<file path="src/rtl/sro_pkg.sv">
package sro_pkg;
  localparam int SRO_SYNC_STAGES = 2;
  localparam int SRO_WORD_W      = 24;

  function automatic int sro_cnt_w(input int w);
    return $clog2(w + 1);
  endfunction
endpackage

</file>
<file path="src/rtl/sro_sync.sv">
module sro_sync #(
  parameter int N      = 1,
  parameter int STAGES = 2,
  parameter logic [N-1:0] RST_VAL = '0
) (
  input  logic         clk,
  input  logic         rst,
  input  logic [N-1:0] d,
  output logic [N-1:0] q
);
  logic [N-1:0] stg [STAGES];

  always_ff @(posedge clk) begin
    if (rst) begin
      for (int i = 0; i < STAGES; i++) stg[i] <= RST_VAL;
    end else begin
      stg[0] <= d;
      for (int i = 1; i < STAGES; i++) stg[i] <= stg[i-1];
    end
  end

  assign q = stg[STAGES-1];
endmodule

</file>
<file path="src/rtl/sro_fall_det.sv">
module sro_fall_det (
  input  logic clk,
  input  logic rst,
  input  logic lvl,
  output logic fall
);
  logic prev_q;

  always_ff @(posedge clk) begin
    if (rst) prev_q <= 1'b0;
    else     prev_q <= lvl;
  end

  assign fall = prev_q & ~lvl;
endmodule

</file>
<file path="src/rtl/sro_load_ctl.sv">
module sro_load_ctl #(
  parameter int W = 24
) (
  input  logic         clk,
  input  logic         rst,
  input  logic         load_i,
  input  logic [W-1:0] word_i,
  input  logic         busy,
  input  logic         have,
  output logic         take,
  output logic [W-1:0] take_word
);
  logic         pend_q;
  logic [W-1:0] pend_word_q;
  logic         direct;

  assign direct    = load_i & ~busy;
  assign take      = direct | (pend_q & ~have);
  assign take_word = direct ? word_i : pend_word_q;

  always_ff @(posedge clk) begin
    if (rst) begin
      pend_q      <= 1'b0;
      pend_word_q <= '0;
    end else if (load_i && busy) begin
      pend_q      <= 1'b1;
      pend_word_q <= word_i;
    end else if (take) begin
      pend_q      <= 1'b0;
    end
  end
endmodule

</file>
<file path="src/rtl/sro_shift_core.sv">
module sro_shift_core #(
  parameter int W  = 24,
  parameter int CW = 5
) (
  input  logic          clk,
  input  logic          rst,
  input  logic          fall,
  input  logic          frame_act,
  input  logic          take,
  input  logic [W-1:0]  take_word,
  output logic          sdo,
  output logic          oe,
  output logic          drdy_n,
  output logic          busy,
  output logic          have,
  output logic [CW-1:0] cnt
);
  localparam logic [CW-1:0] LAST = CW'(W - 1);

  logic [W-1:0]  sh_q, sh_d;
  logic [CW-1:0] cnt_q, cnt_d;
  logic          have_q, have_d;
  logic          oe_q, drdy_n_q;

  always_comb begin
    sh_d   = sh_q;
    cnt_d  = cnt_q;
    have_d = have_q;
    if (take) begin
      sh_d   = take_word;
      cnt_d  = '0;
      have_d = 1'b1;
    end else if (have_q && frame_act && fall) begin
      sh_d = {sh_q[W-2:0], 1'b0};
      if (cnt_q == LAST) begin
        cnt_d  = '0;
        have_d = 1'b0;
      end else begin
        cnt_d = cnt_q + 1'b1;
      end
    end
  end

  always_ff @(posedge clk) begin
    if (rst) begin
      sh_q     <= '0;
      cnt_q    <= '0;
      have_q   <= 1'b0;
      oe_q     <= 1'b0;
      drdy_n_q <= 1'b1;
    end else begin
      sh_q     <= sh_d;
      cnt_q    <= cnt_d;
      have_q   <= have_d;
      oe_q     <= have_d & frame_act;
      drdy_n_q <= ~have_d;
    end
  end

  assign sdo    = sh_q[W-1];
  assign oe     = oe_q;
  assign drdy_n = drdy_n_q;
  assign have   = have_q;
  assign busy   = have_q & ((cnt_q != '0) | frame_act);
  assign cnt    = cnt_q;
endmodule

</file>
<file path="src/rtl/sro_readout_port.sv">
module sro_readout_port #(
  parameter int W      = sro_pkg::SRO_WORD_W,
  parameter int STAGES = sro_pkg::SRO_SYNC_STAGES
) (
  input  logic         clk,
  input  logic         rst,
  input  logic         sclk_i,
  input  logic         frame_n_i,
  input  logic         load_i,
  input  logic [W-1:0] word_i,
  output logic         sdo_o,
  output logic         sdo_oe_o,
  output logic         drdy_n_o
);
  localparam int CW = sro_pkg::sro_cnt_w(W);

  logic          sclk_s, frame_n_s, frame_act, fall;
  logic          take, busy, have;
  logic [W-1:0]  take_word;
  logic [CW-1:0] cnt;

  sro_sync #(.N(1), .STAGES(STAGES), .RST_VAL(1'b0)) u_sync_sclk (
    .clk(clk), .rst(rst), .d(sclk_i), .q(sclk_s)
  );

  sro_sync #(.N(1), .STAGES(STAGES), .RST_VAL(1'b1)) u_sync_frame (
    .clk(clk), .rst(rst), .d(frame_n_i), .q(frame_n_s)
  );

  assign frame_act = ~frame_n_s;

  sro_fall_det u_fall (
    .clk(clk), .rst(rst), .lvl(sclk_s), .fall(fall)
  );

  sro_load_ctl #(.W(W)) u_load (
    .clk(clk), .rst(rst), .load_i(load_i), .word_i(word_i),
    .busy(busy), .have(have), .take(take), .take_word(take_word)
  );

  sro_shift_core #(.W(W), .CW(CW)) u_core (
    .clk(clk), .rst(rst), .fall(fall), .frame_act(frame_act),
    .take(take), .take_word(take_word),
    .sdo(sdo_o), .oe(sdo_oe_o), .drdy_n(drdy_n_o),
    .busy(busy), .have(have), .cnt(cnt)
  );
endmodule

</file>
<file path="config.mk">
export PLATFORM = sky130hd
export DESIGN_NAME = sro_readout_port
export DESIGN_NICKNAME = d
export VERILOG_FILES = /design/src/rtl/sro_pkg.sv /design/src/rtl/sro_sync.sv /design/src/rtl/sro_fall_det.sv /design/src/rtl/sro_load_ctl.sv /design/src/rtl/sro_shift_core.sv /design/src/rtl/sro_readout_port.sv
export SDC_FILE = /design/constraint.sdc
export NUM_CORES = 1
export LEC_CHECK = 0
export BUFFER_PORTS_ARGS = -buffer_cell sky130_fd_sc_hd__buf_4
export CORE_MARGIN = 8
export CORE_UTILIZATION = 55
export CTS_CLUSTER_SIZE = 14
export DETAILED_ROUTE_END_ITERATION = 10
export PLACE_DENSITY = 0.8
export SYNTH_ARGS = -nofsm -noshare
export SYNTH_HDL_FRONTEND = slang
export SYNTH_SLANG_ARGS = --single-unit
</file>
<file path="constraint.sdc">
create_clock -name clk -period 2.4 [get_ports clk]
set_clock_uncertainty 0.15 [all_clocks]
set_input_delay 0.12 -clock clk [delete_from_list [all_inputs] [get_ports clk]]
set_output_delay 0.12 -clock clk [all_outputs]
set_load 0.1 [all_outputs]
</file>
### Yosys cells after proc, flatten, opt, wreduce, memory -nomap -nowiden

Memories as Yosys holds them, arrays and structs flattened.
Cells that the tools add are included.

* bits in registers: 58
* bits in writable memories: 4
* bits of input ports: 29
* output and inout bits: 3
* memories kept: 2

Memories
* u_sync_frame.stg: depth 2, bits a word 1, rd ports 2, clocked after memory_dff 0, write ports 2, RTL line sro_sync.sv:11 `logic [N-1:0] stg [STAGES];`
* u_sync_sclk.stg: depth 2, bits a word 1, rd ports 2, clocked after memory_dff 0, write ports 2, RTL line sro_sync.sv:11

* $add $sub $neg: 1
* equal/unequal tests: 1
* muxes and demuxes: 16
* bitwise logic cells: 16
* reduce and logical (&&, ||, !) cells: 7

Operator list (number)
* 2-to-1 mux 24 bit: 3
* 2-to-1 mux 1 bit: 12
* OR 1 bit: 6
* adder 5 x 1 -> 5 bit (second input constant): 1
* bitwise AND 1 bit: 5
* == test 5 bit (second input constant): 1
* 2-to-1 mux 5 bit: 1
* inverter 1 bit: 5
* nonzero test 5 bit: 1
* nonzero test 2 bit: 2
* logical AND 1 bit: 3
* OR reduction 2 bit: 1

### Depth between registers and ports, before layout

Gate-level depths: netlist of the first run.

* depth in word-level cells: 8
* depth in mapped cells: 8
* depth with buffers taken out: 6

### Hierarchy

Synthesis of the first run repeated with hierarchy kept, for this count alone.

* cells, all modules: 332
* area, all modules: 3225.6 um2

Modules (own cells, without submodules)
* sro_shift_core: times used 1, cells an instance 176, area an instance 1627.8 um2, sequential area each 640.6 um2
* sro_load_ctl: times used 1, cells an instance 144, area an instance 1453.9 um2, sequential area each 500.5 um2
* sro_sync: times used 2, cells an instance 4, area an instance 52.6 um2, sequential area each 40.0 um2
* sro_fall_det: times used 1, cells an instance 3, area an instance 35.0 um2, sequential area each 20.0 um2
* sro_readout_port: times used 1, cells an instance 1, area an instance 3.8 um2, sequential area each 0.0 um2

### Least setup slack after synthesis of the first run

Ideal clock, no wire load.

* kind: flip-flop to flip-flop
* start: register u_core.cnt_q[0], in the netlist u_core.cnt[0]
* end: register u_core.sh_q[1]
* library setup time: 0.125 ns
* arrival time: 1.522 ns
* required time: 2.125 ns
* slack: 0.603 ns
* stages on the path, launching flop included: 9
* clock period less this slack: 1.797 ns
* path through: dfxtp_1 inv_1 ha_1 nand3_1 a2bb2oi_2 buf_6 buf_6 mux2i_1 o2bb2ai_1

* longest elaborated chain between the ends: 7
* elaborated cells on any way between the ends: 9

RTL lines
* start: declaration: RTL line sro_shift_core.sv:21 `logic [CW-1:0] cnt_q, cnt_d;`
* start signal: assignment: RTL line sro_shift_core.sv:53 `cnt_q <= cnt_d;`
* nonzero test 5 bit (*): RTL line sro_shift_core.sv:64 `assign busy = have_q & ((cnt_q != '0) | frame_act);`
* OR 1 bit (*): RTL line sro_shift_core.sv:64
* bitwise AND 1 bit (*): RTL line sro_shift_core.sv:64
* inverter 1 bit (*): RTL line sro_load_ctl.sv:17 `assign direct = load_i & ~busy;`
* bitwise AND 1 bit (*): RTL line sro_load_ctl.sv:17
* 2-to-1 mux 24 bit / OR 1 bit (equally long branches): RTL line sro_load_ctl.sv:19, sro_load_ctl.sv:18
* 2-to-1 mux 24 bit / nonzero test 2 bit (equally long branches)
* end signal: assignment: RTL line sro_shift_core.sv:46 `sh_q <= '0;`
* end signal: assignment: RTL line sro_shift_core.sv:52 `sh_q <= sh_d;`
* end: declaration: RTL line sro_shift_core.sv:20 `logic [W-1:0] sh_q, sh_d;`

Mark *: on every way between the ends. The rest lies on a longest branch, timed or not.
A chain may end at the register's enable or synchronous reset.

### Worst setup path after layout of the first run

* start: register u_core.cnt_q[0], in the netlist u_core.cnt[0]
* end: register u_core.sh_q[21]

Same word-level chain as after synthesis.

==> results of run 1 <==
[worst max-delay path by stage]
| stage | depth (start not counted) | start | end |
|---|---|---|---|
| floorplan | 8 | u_core.cnt[0] | u_core.sh_q[1] |
| global placement | 5 | u_load.pend_q | u_core.sh_q[0] |
| detailed placement | 4 | u_load.pend_q | u_core.sh_q[16] |
| CTS | 7 | u_core.cnt[0] | u_core.sh_q[15] |
| global route | 7 | u_core.cnt[0] | u_core.sh_q[21] |
| finish | 7 | u_core.cnt[0] | u_core.sh_q[21] |
[tightest hold or removal path, cell delays in order]
cell,delay [ns]
buf_4,0.15
nand3_1,0.09
a311oi_1,0.09
[layout by cell type (no fill, tap or decap), types with 10 or more instances in the layout]
cell / n
o2bb2ai_1: 16
buf_4: 35
a21oi_1: 28
dlygate4sd3_1: 26
clkbuf_8: 10
nand2_1: 54
a22o_1: 16
mux2i_1: 17
dfxtp_1: 62
nor3_1: 10
[repair_timing]
action	in CTS	in global routing
setup endpoints to repair	0	0
endpoints found under the hold margin	49	0
hold buffers	26	0
[power by group]
group / switching (W) / total [W] / internal [W]
logic: 0.000135 / 0.000264 / 0.000129
registers: 0.0000268 / 0.00110 / 0.00107
clock network: 0.000384 / 0.00100 / 0.000615
[per-layer routing]
layer	GRT usage, %	wire length [um]	share of wire [%]	vias to the layer above
li1	-	-	-	1141
met1	22.3	2830	44	1102
met2	29.9	3130	49	62
met3	5.16	310	4.9	11
met4	8.44	111	1.7	0
met5	0	0	0	-
[through the flow]
step / utilization [%] / total power, W / area, um2
final: 72.4 / 0.00236 / 3420
after CTS: 72.4 / 0.00238 / 3420
after floorplan: - / 0.00127 / 2680
after detailed placement: 62.3 / 0.00135 / 2940
after global routing: 72.4 / 0.00246 / 3420
after global placement: 62.3 / 0.00135 / 2940
[flip-flops by register name, summed over array words and instances (netlist names), 2 cells and up]
register	flops
u_sync_sclk.stg	2
u_core.sh_q	24
u_load.pend_word_q	24
u_core.cnt	5
u_sync_frame.stg	2
[final cells by class]
type / count / area (um2) / area share [%]
clock buffers: 13 / 149 / 4.36
clock inverters: 3 / 67.6 / 1.98
inverters: 5 / 18.8 / 0.549
multi-input cells: 200 / 1290 / 37.9
flip-flops and latches: 62 / 1240 / 36.3
well taps: 67 / 83.8 / 2.45
repair buffers: 63 / 563 / 16.5
[kinds of logic after synthesis]
logic type | synth area share [%]
buf+inv | 5.46
simple gates | 16.6
flops | 46.3
mux | 6.34
compound gates | 24.1
xor+xnor | 0.327
fa+ha+maj | 0.933
==> run_results.csv, run 1 <==
group,metric,value,unit
clock_network,cts_htree_levels,3,
global_route,track_usage,18.5,%
floorplanning,die_y,85.8,um
power,peakVddDrop,0.432,mV
clock_network,cts_setup_buffers,0,
worst_setup_path,crit_fanout,29,
yosys,netlist.area_leader.share,46.3,%
clock_network,cts_made_buffers,9,
worst_setup_path,worstPathRequired,2.49,ns
timing,fin_ws,0.422,ns
routing,detail_route.iter0.violations,154,
layout,drive_above_1_share,17.1,%
floorplanning,rows,25,
worst_setup_path,cp_slowest_cell,"dfxtp_1",
place,io_buffers,31,
yosys,syn_nets,321,
yosys,synth_commonest_cells,"62 x dfxtp_1, 54 x nand2_1, 28 x a21oi_1",
status,run_status,"completed",
timing,layout_min_cycle_time,1.98,ns
worst_hold_path,hold_depth,3,
clock_network,clkLatencyLatePin,0.32,ns
run,max_cap_viol_count,0,
layout,stdcell_count,413,
yosys,synth_edf_count,0,
layout,n_fill_cell,368,
yosys,synth.largest_area_cell,"dfxtp_1",
routing,drtPass1Iterations,4,
floorplanning,core,4720,um2
power,powerDensity,692,nW/um2
timing,clock.fmax,505,MHz
layout,area_delta_synth_final,27.4,%
timing,fin_crit_sh,82.4,%
layout,antennaDiodeCount,0,
timing,fin_tns_setup,0,ns
worst_setup_path,worstPathArrival,2.07,ns
yosys,synth.avg_cell_area,9.25,um2
place,post-dp-hpwl,3.72,mm
clock_network,root_buffer,"clkbuf_8",
clock_network,clkSinkCount,62,
place,place_inst,371,
place,globalplace.congestion,0.769,
global_route,grt_pass1_vias,2254,
yosys,ys.warnings.count,0,
clock_network,post_cts_resize_count,0,
worst_setup_path,path_class,"flop to flop",
worst_setup_path,critPathLaunchType,"flop",
timing,grt_setup_unrepaired,"false",
routing,wirelength,6.38,mm
timing,whs,0.0237,ns
worst_setup_path,r2r_start,"u_core.cnt[0]",
yosys,yosysSeqAreaShare,46.3,%
routing,antenna_left,0,
worst_hold_path,hp-start,"load_i",
timing,worst_slew_pin_slew,0.719,ns
routing,via_count,2316,
layout,fin_nets,372,
worst_setup_path,crit_family,"compound AO/OA/AOI/OAI gates",
global_route,antenna_found_initial,0,
floorplanning,die_w,85.8,um
global_route,grt_remaining_overflow,0,
power,leakage,1.29,nW
yosys,synthCells,290,
global_route,grt_pass1_wl,10.8,mm
floorplanning,ioPinCount,32,
timing,slew_violations,0,
clock_network,clockBufferDepth,2,
worst_hold_path,hold_path.class,"input port to flop",
routing,avgViaCountPerCell,5.61,
yosys,ys_top_cells_by_area,"dfxtp_1 46%, nand2_1 7.6%, mux2i_1 6.3%",
worst_setup_path,cp-end-kind,"flop",
floorplanning,dieArea,7370,um2
floorplanning,initial_utilization,56.8,%
worst_setup_path,crit_chain,"inv_1 > ha_1 > nand3_1 > a2bb2oi_2 > buf_12 > o221ai_1 > a211oi_1",
yosys,ys_seq_elements,62,
place,place_ws,0.441,ns
timing,hold_viol,0,
timing,setup_viol,0,
worst_setup_path,reg2reg_to,"u_core.sh_q[21]",
yosys,synth.most_common_cell,"dfxtp_1",
yosys,synth_cell_types,45,
worst_hold_path,hold-path-endpoint,"u_core.sh_q[16]",
clock_network,cts_tree,"built",
clock_network,cts.clk_slew.worst_paths,0.07,ns
timing,relSlewSlack,52.0,%
worst_setup_path,critPathBufInv,2,
global_route,grt_max_degree,55,
worst_setup_path,ff2ff_setup_slack,0.42,ns
worst_setup_path,ff2ff_path_depth,7,
routing,drt-wirelength-per-cell,15.4,um
yosys,ys.flop_type,"dfxtp_1",
yosys,async_reset_ff_share,0,%
worst_setup_path,critical_path.max_stage_delay,0.37,ns
routing,route.detailed.drc,0,
yosys,syn_area,2680,um2
No activity file was read; power rests on OpenSTA's default activity.
==> inputs of run 2 (changes only) <==
--- a/config.mk
+++ b/config.mk
@@ -5,9 +5,10 @@
 export SDC_FILE = /design/constraint.sdc
 export NUM_CORES = 1
 export LEC_CHECK = 0
+export ABC_AREA = 1
 export BUFFER_PORTS_ARGS = -buffer_cell sky130_fd_sc_hd__buf_4
 export CORE_MARGIN = 8
-export CORE_UTILIZATION = 55
+export CORE_UTILIZATION = 53
 export CTS_CLUSTER_SIZE = 14
 export DETAILED_ROUTE_END_ITERATION = 10
 export PLACE_DENSITY = 0.8
==> constraint.sdc (replaced) <==
create_clock -name clk -period 1.8 [get_ports clk]
set_clock_uncertainty 0.15 [all_clocks]
set_input_delay 0.09 -clock clk [delete_from_list [all_inputs] [get_ports clk]]
set_output_delay 0.09 -clock clk [all_outputs]
set_load 0.1 [all_outputs]
==> run 2 against run 1 <==
  * Non-clock buffer count rose by 13
  * Setup slack got worse by 0.36 ns
  * Combinational power rose by 80%
  * Critical endpoint is now u_core.sh_q[18]
  * Count of clock-buffer cells in the layout fell by 2
  * Total power rose by 37%
  * Die area rose by 15%
  * Routed wire length rose by 26%
==> run_results.csv, run 2 <==
group,metric,value,unit
clock_network,cts_made_buffers,9,
yosys,ys_top_cells_by_area,"dfxtp_1 41%, nand2_1 16%, nor2_1 10%",
worst_setup_path,critPathLaunchType,"flop",
yosys,synth_edf_count,0,
layout,multi_input_area,1520,um2
layout,final_common_cell,"nand2_1",
yosys,yosys.area_share.simple,37.9,%
global_route,grt_pass1_wl,12.8,mm
place,place_ws,-0.0473,ns
worst_hold_path,hold-path-endpoint,"u_core.drdy_n",
worst_setup_path,cp-end-kind,"flop",
clock_network,clkSinkCount,62,
yosys,synth_top_family_by_area,"simple AND/OR/NAND/NOR gates",
yosys,synth_fa_ha_area_share,0.819,%
clock_network,cts_htree_levels,3,
timing,layout_min_cycle_time,1.74,ns
worst_hold_path,hold_path.class,"input port to flop",
yosys,synth_commonest_cells,"130 x nand2_1, 85 x nor2_1, 62 x dfxtp_1",
worst_setup_path,worstPathArrival,1.84,ns
yosys,synth.avg_cell_area,6.43,um2
yosys,ys_seq_elements,62,
clock_network,cts_tree,"built",
yosys,ys.flop_type,"dfxtp_1",
status,run_status,"completed",
routing,drtPass1Iterations,6,
global_route,grt_pass1_vias,2769,
floorplanning,dieArea,8450,um2
timing,grt_setup_unrepaired,"true",
place,io_buffers,31,
routing,via_count,3138,
routing,wirelength,8.04,mm
power,powerDensity,805,nW/um2
layout,seq_area,1240,um2
yosys,syn_nets,506,
yosys,syn_area,3050,um2
layout,final_cell_mix,"128 x nand2_1, 83 x nor2_1, 60 x dfxtp_1, 51 x inv_1, 40 x buf_4",
layout,n_fill_cell,434,
run,max_cap_viol_count,0,
yosys,muxShareOfSynthArea,0,%
yosys,synth_compound_area_share,8.64,%
floorplanning,rows,27,
worst_setup_path,reg2reg_to,"u_core.sh_q[18]",
yosys,netlist.area_leader.share,40.6,%
yosys,synthCells,475,
floorplanning,ioPinCount,32,
timing,fin_ws,0.0567,ns
place,placed_area,3400,um2
routing,drt-wirelength-per-cell,13.1,um
clock_network,cts.clk_slew.worst_paths,0.07,ns
yosys,synthXorXnorAreaFrac,0.287,%
layout,area_delta_synth_final,31.5,%
global_route,grt_remaining_overflow,0,
yosys,synth.largest_area_cell,"dfxtp_1",
power,leakage,1.81,nW
worst_setup_path,path_class,"flop to flop",
place,post-dp-hpwl,4.69,mm
worst_setup_path,ff2ff_setup_slack,0.06,ns
floorplanning,core,5540,um2
worst_setup_path,crit_fanout,19,
layout,fin_nets,565,
clock_network,clkLatencyLatePin,0.35,ns
timing,clock.fmax,574,MHz
timing,worst_slew_pin_slew,0.301,ns
worst_hold_path,hold_depth,6,
global_route,antenna_found_initial,0,
yosys,synth_cell_types,25,
floorplanning,initial_utilization,55.1,%
timing,setup_viol,0,
worst_setup_path,worstPathRequired,1.90,ns
worst_setup_path,r2r_start,"u_core.cnt[0]",
layout,drive_above_1_share,15.4,%
clock_network,clockBufferDepth,2,
timing,hold_viol,0,
routing,route.detailed.drc,0,
routing,antenna_left,0,
worst_setup_path,ff2ff_path_depth,12,
yosys,yosysSeqAreaShare,40.6,%
routing,avgViaCountPerCell,5.13,
worst_hold_path,hp-start,"load_i",
layout,fin_area,4020,um2
place,globalplace.congestion,0.755,
clock_network,root_buffer,"clkbuf_8",
timing,relSlewSlack,80.0,%
power,peakVddDrop,0.582,mV
floorplanning,die_w,91.9,um
yosys,ys.warnings.count,0,
power,finalPower,0.00323,W
floorplanning,die_y,91.9,um
worst_setup_path,startpoint,"u_core.cnt[0]",
timing,fin_crit_sh,96.9,%
timing,slew_violations,0,
yosys,async_reset_ff_share,0,%
yosys,synth.most_common_cell,"nand2_1",
global_route,grt_max_degree,49,
global_route,track_usage,18.3,%
routing,detail_route.iter0.violations,254,
-- run 2: changes by cell type after synthesis, moves of 18 or more --
cell / previous run / this run
nand4_1: 1 / 25
nor2_1: 3 / 85
inv_1: 5 / 52
o21ai_0: 1 / 19
nand2_1: 54 / 130
nand3_1: 4 / 28
-- run 2: cells by family after synthesis --
logic type               Yosys count
XOR/XNOR                           1
flip-flops                        62
AND/OR/NAND/NOR                  275
buffers and inverters             84
AO/OA/AOI/OAI                     51
adder cells (fa/ha/maj)            2
-- run 2: final cells by class --
cell class,count,area share [%]
clock inverters,5,1.43
multi-input cells,329,37.7
well taps,72,2.24
flip-flops and latches,62,31.0
diodes,1,0.0623
clock buffers,11,3.77
repair buffers,76,18.4
inverters,56,5.33
-- run 2: power breakdown --
part | switching (W) | total, W | internal (W)
registers | 0.0000316 | 0.00146 | 0.00143
logic | 0.000261 | 0.000476 | 0.000215
clock network | 0.000578 | 0.00129 | 0.000712
-- run 2: metrics by stage --
stage               std cells  TNS [ns]  hold slack [ns]  utilization [%]
floorplan                 475         0           0.0438                -
global placement          564         0            0.126             61.3
detailed placement        564    -0.281            0.135             61.3
CTS                       609         0            0.105             70.7
global route              611   -0.0764            0.168             72.4
finish                    612         0            0.113             72.5
-- run 2: how the worst max path moves through the flow --
stage / slack (ns) / to / cells past startpoint
2_1_floorplan: 0.13 / u_core.sh_q[21] / 12
3_3_place_gp: 0.01 / u_core.sh_q[2] / 11
3_5_place_dp: -0.05 / u_core.sh_q[7] / 11
4_1_cts: 0.03 / u_core.sh_q[21] / 12
5_1_grt: -0.02 / u_core.sh_q[21] / 12
6_report: 0.06 / u_core.sh_q[18] / 12
-- run 2: metal layers --
metal / up-vias / GRT usage [%] / wire length [um]
met5: - / 0 / 0
met4: 0 / 6.85 / 124
met2: 82 / 30.0 / 3940
met1: 1432 / 22.0 / 3610
li1: 1607 / - / -
met3: 17 / 5.62 / 369
-- run 2: repair_timing --
| action | CTS | global route |
|---|---|---|
| cloned | 0 | 2 |
| endpoints found under the hold margin | 53 | 0 |
| setup endpoints to repair | 25 | 36 |
| resized for setup | 4 | 11 |
| setup buffers | 0 | 0 |
| hold buffers | 29 | 0 |
| pin swaps | 0 | 1 |
-- run 2: critical path, stage by stage, from the launching register on --
cell,delay [ns]
dfxtp_2,0.32
inv_1,0.07
ha_1,0.16
nand2_1,0.06
inv_1,0.09
nand3_4,0.10
nand2_4,0.10
nand2_8,0.10
clkbuf_16,0.19
nand2_1,0.06
nand2_1,0.07
nor2_1,0.12
nor2_1,0.05
